==> src/rtl/rvc_pkg.sv <==
package rvc_pkg;

  typedef enum logic [1:0] {
    KS_LEGACY = 2'd0,
    KS_ARMED  = 2'd1,
    KS_EXT    = 2'd2
  } key_state_t;

  localparam logic [6:0] OFS_LINE = 7'h12;
  localparam logic [6:0] OFS_MASK = 7'h1A;
  localparam logic [6:0] OFS_KEY  = 7'h2F;
  localparam logic [6:0] OFS_CTLA = 7'h30;

  localparam logic [7:0] KEY_OPEN    = 8'hA5;
  localparam logic [7:0] KEY_CONFIRM = 8'h96;
  localparam logic [7:0] RD_IDLE     = 8'hFF;

  // Next unlock state after one write to the key offset.
  function automatic key_state_t key_step(key_state_t cur, logic [7:0] d);
    if (d == KEY_OPEN) return KS_ARMED;
    if (cur == KS_ARMED && d == KEY_CONFIRM) return KS_EXT;
    return KS_LEGACY;
  endfunction

  // 1 KB I/O window at 0xDC00..0xDFFF: the top six address bits are 110111.
  function automatic logic in_io_window(logic [15:0] a);
    return a[15:10] == 6'b110111;
  endfunction

endpackage

==> src/rtl/raster_timer.sv <==
module raster_timer #(
  parameter int H_TOTAL = 910,
  parameter int V_TOTAL = 525,
  parameter int H_VIS   = 320,
  parameter int V_VIS   = 240,
  parameter int XW      = $clog2(H_TOTAL),
  parameter int YW      = $clog2(V_TOTAL)
) (
  input  logic          clk,
  input  logic          rst_n,
  output logic [XW-1:0] x,
  output logic [YW-1:0] y,
  output logic          line_end,
  output logic          vblank_start,
  output logic          display_active,
  output logic          vblank
);

  localparam logic [XW-1:0] X_LAST  = XW'(H_TOTAL - 1);
  localparam logic [YW-1:0] Y_LAST  = YW'(V_TOTAL - 1);
  localparam logic [YW-1:0] Y_PRE   = YW'(V_VIS - 1);
  localparam logic [XW-1:0] X_VISLM = XW'(H_VIS);
  localparam logic [YW-1:0] Y_VISLM = YW'(V_VIS);

  assign line_end       = (x == X_LAST);
  assign vblank_start   = line_end && (y == Y_PRE);
  assign display_active = (x < X_VISLM) && (y < Y_VISLM);
  assign vblank         = (y >= Y_VISLM);

  always_ff @(posedge clk) begin
    if (!rst_n) begin
      x <= '0;
      y <= '0;
    end else begin
      x <= line_end ? '0 : x + 1'b1;
      if (line_end) y <= (y == Y_LAST) ? '0 : y + 1'b1;
    end
  end

  a_r2_x_wrap: assert property (@(posedge clk) disable iff (!rst_n)
    line_end |=> (x == '0));
  a_r2_x_step: assert property (@(posedge clk) disable iff (!rst_n)
    !line_end |=> (x == $past(x) + 1'b1));
  a_r2_y_hold: assert property (@(posedge clk) disable iff (!rst_n)
    !line_end |=> $stable(y));
  a_r2_y_range: assert property (@(posedge clk) disable iff (!rst_n)
    y <= Y_LAST);

endmodule

==> src/rtl/key_seq.sv <==
module key_seq
  import rvc_pkg::*;
(
  input  logic       clk,
  input  logic       rst_n,
  input  logic       key_wr,
  input  logic [7:0] key_data,
  output logic       ext_mode
);

  key_state_t state;

  always_ff @(posedge clk) begin
    if (!rst_n) state <= KS_LEGACY;
    else if (key_wr) state <= key_step(state, key_data);
  end

  assign ext_mode = (state == KS_EXT);

  a_r7_confirm: assert property (@(posedge clk) disable iff (!rst_n)
    (key_wr && key_data == KEY_CONFIRM && state == KS_ARMED) |=> ext_mode);
  a_r8_other_drops: assert property (@(posedge clk) disable iff (!rst_n)
    (key_wr && key_data != KEY_CONFIRM) |=> !ext_mode);
  a_r7_idle_holds: assert property (@(posedge clk) disable iff (!rst_n)
    !key_wr |=> $stable(ext_mode));

endmodule

==> src/rtl/irq_latch.sv <==
module irq_latch (
  input  logic clk,
  input  logic rst_n,
  input  logic set_evt,
  input  logic enable,
  input  logic ack,
  output logic irq
);

  logic fire;
  assign fire = set_evt && enable;

  always_ff @(posedge clk) begin
    if (!rst_n)   irq <= 1'b0;
    else if (fire) irq <= 1'b1;
    else if (ack)  irq <= 1'b0;
  end

  a_r10_raise: assert property (@(posedge clk) disable iff (!rst_n)
    fire |=> irq);
  a_r10_no_spurious: assert property (@(posedge clk) disable iff (!rst_n)
    (!irq && !fire) |=> !irq);
  a_r11_hold: assert property (@(posedge clk) disable iff (!rst_n)
    (irq && !ack) |=> irq);
  a_r11_clear: assert property (@(posedge clk) disable iff (!rst_n)
    (irq && ack && !fire) |=> !irq);

endmodule

==> src/rtl/raster_reg_unit.sv <==
module raster_reg_unit
  import rvc_pkg::*;
#(
  parameter int H_TOTAL = 910,
  parameter int V_TOTAL = 525,
  parameter int H_VIS   = 320,
  parameter int V_VIS   = 240,
  localparam int XW     = $clog2(H_TOTAL),
  localparam int YW     = $clog2(V_TOTAL)
) (
  input  logic          clk,
  input  logic          rst_n,
  input  logic          reg_cs,
  input  logic          reg_we,
  input  logic [6:0]    reg_addr,
  input  logic [7:0]    reg_wdata,
  output logic [7:0]    reg_rdata,
  input  logic [15:0]   win_addr,
  input  logic [7:0]    cram_rdata,
  output logic          cram_sel,
  output logic          periph_sel,
  output logic [7:0]    win_rdata,
  input  logic          irq_ack,
  output logic          irq,
  output logic          ext_mode,
  output logic [XW-1:0] raster_x,
  output logic [YW-1:0] raster_y,
  output logic          display_active,
  output logic          vblank
);

  logic [3:0] mask_q;
  logic [7:0] ctla_q;
  logic       line_end, vblank_start;
  logic       wr_mask, wr_ctla, wr_key, win_hit;

  assign wr_mask = reg_cs && reg_we && (reg_addr == OFS_MASK);
  assign wr_ctla = reg_cs && reg_we && (reg_addr == OFS_CTLA);
  assign wr_key  = reg_cs && reg_we && (reg_addr == OFS_KEY);

  raster_timer #(
    .H_TOTAL(H_TOTAL), .V_TOTAL(V_TOTAL), .H_VIS(H_VIS), .V_VIS(V_VIS),
    .XW(XW), .YW(YW)
  ) u_timer (
    .clk(clk), .rst_n(rst_n), .x(raster_x), .y(raster_y),
    .line_end(line_end), .vblank_start(vblank_start),
    .display_active(display_active), .vblank(vblank)
  );

  key_seq u_key (
    .clk(clk), .rst_n(rst_n), .key_wr(wr_key), .key_data(reg_wdata),
    .ext_mode(ext_mode)
  );

  irq_latch u_irq (
    .clk(clk), .rst_n(rst_n), .set_evt(vblank_start), .enable(mask_q[0]),
    .ack(irq_ack), .irq(irq)
  );

  always_ff @(posedge clk) begin
    if (!rst_n) begin
      mask_q <= '0;
      ctla_q <= '0;
    end else begin
      if (wr_mask) mask_q <= reg_wdata[3:0];
      if (wr_ctla) ctla_q <= reg_wdata;
    end
  end

  always_comb begin
    unique case (reg_addr)
      OFS_LINE: reg_rdata = 8'(raster_y);
      OFS_MASK: reg_rdata = {4'b0000, mask_q};
      OFS_KEY:  reg_rdata = {7'b0000000, ext_mode};
      OFS_CTLA: reg_rdata = ctla_q;
      default:  reg_rdata = RD_IDLE;
    endcase
  end

  assign win_hit    = in_io_window(win_addr);
  assign cram_sel   = win_hit && ctla_q[0];
  assign periph_sel = win_hit && !ctla_q[0];
  assign win_rdata  = cram_sel ? cram_rdata : RD_IDLE;

  a_r6_ctla_store: assert property (@(posedge clk) disable iff (!rst_n)
    wr_ctla |=> (ctla_q == $past(reg_wdata)));
  a_r5_mask_store: assert property (@(posedge clk) disable iff (!rst_n)
    wr_mask |=> (mask_q == $past(reg_wdata[3:0])));
  a_r9_periph_idle: assert property (@(posedge clk) disable iff (!rst_n)
    periph_sel |-> (win_rdata == 8'hFF && !cram_sel));
  a_r12_regs_hold: assert property (@(posedge clk) disable iff (!rst_n)
    !(reg_cs && reg_we) |=> ($stable(mask_q) && $stable(ctla_q)));

endmodule

==> config.mk <==
export PLATFORM = sky130hd
export DESIGN_NAME = raster_reg_unit
export DESIGN_NICKNAME = d
export VERILOG_FILES = /design/src/rtl/rvc_pkg.sv /design/src/rtl/raster_timer.sv /design/src/rtl/key_seq.sv /design/src/rtl/irq_latch.sv /design/src/rtl/raster_reg_unit.sv
export SDC_FILE = /design/constraint.sdc
export NUM_CORES = 1
export LEC_CHECK = 0
export CAP_MARGIN = 20
export CORE_UTILIZATION = 38
export DETAILED_ROUTE_END_ITERATION = 16
export PLACE_DENSITY = 0.74
export SLEW_MARGIN = 20
export SYNTH_ARGS = -nofsm -noshare
export SYNTH_HDL_FRONTEND = slang
export SYNTH_SLANG_ARGS = --single-unit
==> constraint.sdc <==
create_clock -name clk -period 3.3 [get_ports clk]
set_input_delay 0.66 -clock clk [delete_from_list [all_inputs] [get_ports clk]]
set_output_delay 0.66 -clock clk [all_outputs]
set_load 0.02 [all_outputs]
==> results of run 1 <==
## logic make-up (layout without fill, tap and decap cells)
family                     count (synthesis)  count (layout)  share of synthesized area
and+or+nand+nor                          115             115                     0.3423
adders and majority gates                  4               4                    0.02623
DFF                                       35              35                     0.3672
muxes                                     14              14                    0.07344
AOI/OAI and AO/OA                         26              26                     0.1043
xor gates and xnor gates                  13              13                    0.05967
buffers and inverters                     13             101                    0.02689
## layout by cell type, fill, tap and decap left out, types with 2 or more instances in the layout
cell type        netlist  routed
a21oi_2                1       2
a211o_1                5       5
nor2_1                26      24
o21ai_0                3       3
nand3_1                9       9
nor2b_1               13      13
nand2b_1               2       2
nor2_2                 0       2
nor4_1                 5       5
a221o_1                4       4
or2_2                  8       8
nand4b_1               3       3
nand2_1               16      16
clkdlybuf4s50_1        0      67
dfxtp_1               35      35
a21oi_1                4       3
ha_1                   4       4
nand4_1                6       6
mux2i_1               14      14
nor4b_1                2       2
buf_4                  0      11
dlygate4sd2_1          0       8
a22oi_1                3       3
nor3_1                 8       6
xnor2_1               10      10
nor3_2                 1       3
or3_1                  3       3
inv_1                  7       7
clkbuf_8               0       7
xor2_1                 3       3
## worst paths after layout
path                   from             end  slack (ns)
min reg2reg  u_key.state[1]  u_key.state[1]        0.48
max reg2reg    u_timer.x[0]    u_timer.y[6]        1.21
min          u_key.state[1]  u_key.state[1]        0.48
max             reg_addr[6]    reg_rdata[3]        0.10
## where the power goes
group          switching, mW  leakage (nW)  internal (mW)
clock network          0.151        0.0505          0.190
registers            0.00477         0.282          0.426
logic                 0.0392         0.627         0.0592
## cell type report
class | instances | area, sq um
clock buffer | 7 | 96.34
clock inverter | 1 | 7.507
fill | 427 | 1869
inverter | 7 | 26.28
multi-input combinational | 172 | 1179
sequential | 35 | 700.7
tap | 67 | 83.83
timing repair buffer | 86 | 823.3
## through the flow
step	TNS [ns]	setup WS (ns)	hold slack (ns)	cell area (sq um)
final	0	0.1040	0.4818	2917
after detailed placement	-1.731	-0.2356	0.4738	2800
after global routing	0	0.04119	0.5216	2917
after CTS	0	0.04862	0.4851	2902
after floorplan	0	0.4832	0.4443	1908
after global placement	-1.971	-0.2731	0.4694	2800
## registers in the layout, summed over array words and instances (netlist names)
signal,cells
ctla_q,8
mask_q,4
u_timer.y,10
u_timer.x,10
u_irq.irq,1
u_key.state,2
## critical path, cell delays in order
cell             delay [ns]
clkdlybuf4s50_1        0.43
or4b_4                 0.59
nor3_2                 0.22
buf_4                  0.15
a211o_1                0.15
dlygate4sd2_1          0.34
## metal layers
layer	track usage	routed length, microns
met5	0	0
met3	0.06077	483
met1	0.2500	2307
met4	0.08497	87
met2	0.3645	2378
## what timing repair did
action                                  4_1_cts  5_1_grt
resized for setup                            10        4
hold endpoints to repair                      0        0
pin swaps                                     0        0
endpoints found under the setup margin        8        8
==> results.py, run 1 <==
metrics = {
    "outcome": {
        "outcome": "finished, final reports clean",
    },
    "placed_design": {
        "numPortBuffers": 75,
        "gp_congestion": 0.8795,
        "hpwl_microns": 3950,
        "dp.cells": 367,
    },
    "global_route": {
        "grt_pass1_wl_microns": 8638,
        "antenna_found_initial": 0,
        "grt-ovfl-total": 0,
        "grt_max_degree": 21,
        "grt_pass1_vias": 1895,
        "track_usage": 0.2127,
    },
    "layout": {
        "layout.nets": 355,
        "fin_util": 0.6094,
        "drive_gt1_frac": 0.1331,
        "antenna_cells": 0,
        "syn2layout_area_growth_pct": 52.85,
        "instances_no_fill": 375,
    },
    "sta": {
        "period_share": 0.9685,
        "slew-limit-headroom": 0.4432,
        "final.min_clock_period_ns": 3.196,
        "setup_violations": 0,
        "final_hold_viol_count": 0,
        "drv_slew": 0,
        "skew_ns": 0.004853,
        "grt_setup_unrepaired": "false",
        "tightest_slew_ns": 0.8275,
        "fmax_ghz": 0.3129,
    },
    "route": {
        "antenna_left": 0,
        "wl_per_cell_microns": 14.02,
        "via_per_inst": 5.253,
        "route.detailed.drc": 0,
        "drt_pre_antenna_iters": 4,
        "drt_iter0_drc": 84,
        "dr_total_vias": 1970,
        "wl_microns": 5256,
    },
    "floorplanning": {
        "start_util": 0.3987,
        "io_pins": 86,
        "die_area_sq_um": 5309,
        "die_width_microns": 72.86,
        "core_sq_um": 4786,
        "placementRows": 25,
        "die-height_microns": 72.86,
    },
    "worst_setup_path": {
        "crit_path_end_kind": "primary output",
        "reg2reg_depth": 5,
        "crit_arrival_ns": 2.54,
        "worstPathRequired_ns": 2.64,
        "crit_fanout": 4,
        "crit_path_start_kind": "primary input",
        "critPathKind": "in -> out",
    },
    "clock_network": {
        "tritoncts": "yes",
        "cts_buffers": 5,
        "clk_pin_slew_worst_paths_ns": 0.07,
        "clkLatencyLatePin_ns": 0.29,
        "hold_buffers": 0,
        "cts_max_path_buffers": 2,
        "h-tree-depth": 2,
        "cts_sinks": 35,
        "post_cts_buffers": 0,
        "clockRootBuffer": "clkbuf_8",
    },
    "synth": {
        "synth.distinct_cells": 46,
        "synth.top_cells.by_area": "dfxtp_1 (37%), mux2i_1 (7.3%), nor2_1 (5.1%)",
        "synth_async_sr_flop_share": 0,
        "netlist_instances": 220,
        "synthesis.nets": 268,
        "syn_area_sq_um": 1908,
        "ys_seq_area_frac": 0.3672,
        "yosys-top-cells-count": "dfxtp_1 (35), nor2_1 (26), nand2_1 (16), mux2i_1 (14), nor2b_1 (13)",
        "synth-seq-cells": 35,
        "yosysWarnings": 0,
        "yosysMostFrequentCell": "dfxtp_1",
        "synth_top_area_share": 0.3672,
        "postSynthAreaPerCell_sq_um": 8.673,
        "synth-main-ff-cell": "dfxtp_1",
        "synth_edf_count": 0,
        "yosys.area.top_type": "dfxtp_1",
    },
    "power": {
        "power.leakage_nw": 0.9599,
        "irDropWorstVdd_uv": 225.7,
        "power.density_nw_per_um2": 297.9,
        "total_power_mw": 0.8689,
    },
    "worst_hold_path": {
        "hp-class": "reg -> reg",
        "hold_depth": 2,
    },
    "job": {
        "cap_viol_max_count": 0,
    },
}
Power figures use the tool's default switching activity.
==> run 2, diff against run 1 <==
--- a/config.mk
+++ b/config.mk
@@ -8,7 +8,7 @@
 export CAP_MARGIN = 20
 export CORE_UTILIZATION = 38
 export DETAILED_ROUTE_END_ITERATION = 16
-export PLACE_DENSITY = 0.74
+export PLACE_DENSITY = 0.83
 export SLEW_MARGIN = 20
 export SYNTH_ARGS = -nofsm -noshare
 export SYNTH_HDL_FRONTEND = slang
==> constraint.sdc (replaced) <==
create_clock -name clk -period 3.2 [get_ports clk]
set_input_delay 0.64 -clock clk [delete_from_list [all_inputs] [get_ports clk]]
set_output_delay 0.64 -clock clk [all_outputs]
set_load 0.02 [all_outputs]
==> run 2 against run 1 <==
  * Critical path depth unchanged
  * First-iteration DRC count up 19%
  * Sequential cell count unchanged
  * Sequential power up 3%
  * Clock power down 7.6%
  * Sequential share of layout area about the same
  * Total power down 0.65%
  * Worst hold slack worse by 0.0053 ns
  * Utilization up 0.10 points
  * Critical path type unchanged
==> results.py, run 2 (synthesized netlist as in run 1, its figures left out) <==
metrics = {
    "layout": {
        "final_cell_mix": "clkdlybuf4s50_1 (67), dfxtp_1 (35), nor2_1 (24)",
        "layout.nets": 358,
        "reg_top3": "u_timer.x (10), u_timer.y (10), ctla_q (8)",
        "antenna_cells": 0,
        "syn2layout_area_growth_pct": 53.11,
        "mostFrequentLayoutCell": "clkdlybuf4s50_1",
        "fin_util": 0.6105,
        "drive_gt1_frac": 0.1452,
        "fill_cells": 421,
    },
    "global_route": {
        "grt-ovfl-total": 0,
        "grt_pass1_vias": 1747,
        "grt_pass1_wl_microns": 8100,
        "grt_max_degree": 21,
        "track_usage": 0.1992,
        "antenna_found_initial": 0,
    },
    "sta": {
        "skew_ns": 0.004715,
        "slew-limit-headroom": 0.5614,
        "setup_violations": 0,
        "grt_setup_unrepaired": "false",
        "period_share": 0.9809,
        "drv_slew": 0,
        "final.min_clock_period_ns": 3.139,
        "tightest_slew_ns": 0.6519,
        "fmax_ghz": 0.3186,
        "final_hold_viol_count": 0,
    },
    "worst_setup_path": {
        "critPathMaxStageDelay_ns": 0.58,
        "critPathKind": "in -> out",
        "critPathBufInv": 2,
        "crit_path_start_kind": "primary input",
        "r2r_end": "u_timer.y[9]",
        "timing.rr.start": "u_timer.x[0]",
        "crit_fanout": 8,
        "r2r_slack_ns": 1.11,
        "crit_path_end_kind": "primary output",
        "reg2reg_depth": 5,
        "critPathTopFamily": "buffers and inverters",
        "cp_slowest_cell": "or4b_4",
        "crit_arrival_ns": 2.50,
        "worstPathRequired_ns": 2.56,
        "worstPathCellList": "clkdlybuf4s50_1 > or4b_4 > a21oi_1 > nor2_2 > a211o_1 > dlygate4sd2_1",
    },
    "power": {
        "power.density_nw_per_um2": 295.5,
        "irDropWorstVdd_uv": 306.5,
        "total_power_mw": 0.8632,
        "power.leakage_nw": 0.9822,
    },
    "route": {
        "wl_microns": 5224,
        "drt_pre_antenna_iters": 4,
        "drt_iter0_drc": 100,
        "route.detailed.drc": 0,
        "via_per_inst": 5.106,
        "wl_per_cell_microns": 13.86,
        "antenna_left": 0,
        "dr_total_vias": 1925,
    },
    "clock_network": {
        "h-tree-depth": 2,
        "cts_sinks": 35,
        "cts_buffers": 5,
        "clk_pin_slew_worst_paths_ns": 0.07,
        "clkLatencyLatePin_ns": 0.28,
        "clockRootBuffer": "clkbuf_8",
        "cts_max_path_buffers": 2,
        "post_cts_buffers": 0,
        "tritoncts": "yes",
    },
    "floorplanning": {
        "start_util": 0.3987,
        "core_sq_um": 4786,
        "die_width_microns": 72.86,
        "die_area_sq_um": 5309,
        "placementRows": 25,
        "io_pins": 86,
        "die-height_microns": 72.86,
    },
    "job": {
        "cap_viol_max_count": 0,
    },
    "worst_hold_path": {
        "hold_start": "u_key.state[1]",
        "hp-class": "reg -> reg",
        "hold_depth": 2,
        "hold-path-endpoint": "u_key.state[1]",
    },
    "outcome": {
        "outcome": "finished, final reports clean",
    },
    "placed_design": {
        "hpwl_microns": 3947,
        "gp_congestion": 0.7908,
        "numPortBuffers": 75,
    },
}
[run 2: changes by cell type in the layout (fill, tap and decap cells not counted), sizes merged]
| cell | previous run | this run |
|---|---|---|
| buf | 11 | 14 |
| clkbuf | 7 | 9 |
| clkdlybuf4s15 | 0 | 1 |
| clkinv | 0 | 1 |
| clkinvlp | 1 | 0 |
| dlygate4sd2 | 8 | 4 |
[run 2: stage by stage]
step	TNS, ns	cells	hold slack (ns)	setup slack (ns)	cell area, sq um
final	0	377	0.4765	0.06114	2922
after global routing	0	377	0.5066	0.003909	2922
after CTS	0	377	0.4836	0.03288	2929
after detailed placement	-2.206	370	0.4742	-0.3119	2835
after global placement	-2.187	370	0.4770	-0.3016	2835
after floorplan	0	220	0.4443	0.4232	1908
[run 2: tightest hold or removal path, delay by kind of cell (launching register included)]
kind / cells / cell delay [ns]
and+or+nand+nor: 1 / 0.05
AOI/OAI and AO/OA: 1 / 0.06
DFF: 1 / 0.32
[run 2: layer usage]
layer | routed length [microns] | GRT usage | vias up
met5 | 0 | 0 | -
met4 | 69 | 0.07190 | 0
met3 | 307 | 0.04972 | 5
met2 | 2429 | 0.3354 | 60
met1 | 2418 | 0.2466 | 893
li1 | - | - | 967
[run 2: power breakdown]
| part | total [mW] | internal, mW | switching [mW] |
|---|---|---|---|
| registers | 0.444 | 0.439 | 0.00481 |
| logic | 0.105 | 0.0640 | 0.0411 |
| clock network | 0.314 | 0.169 | 0.146 |
[run 2: how the worst max path moves through the flow]
stage,from,endpoint,slack (ns),cells past startpoint
floorplan,reg_addr[6],reg_rdata[4],0.42,4
finish,reg_addr[6],reg_rdata[1],0.06,6
global route,reg_addr[6],reg_rdata[3],0.004,6
CTS,reg_addr[6],reg_rdata[6],0.03,6
global placement,reg_addr[6],reg_rdata[4],-0.30,6
detailed placement,reg_addr[6],reg_rdata[6],-0.31,6
[run 2: final cells by class]
cell class,count,area (sq um),area share
clock buffer,6,82.58,0.02827
clock inverter,1,5.005,0.001713
inverter,7,26.28,0.008994
multi-input combinational,172,1175,0.4021
sequential,35,700.7,0.2398
tap,67,83.83,0.02869
timing repair buffer,89,848.3,0.2904
[run 2: what timing repair did]
item / 4_1_cts / 5_1_grt
resized for setup: 12 / 8
endpoints found under the setup margin: 8 / 5
hold buffers: 0 / 0
gates cloned: 0 / 0
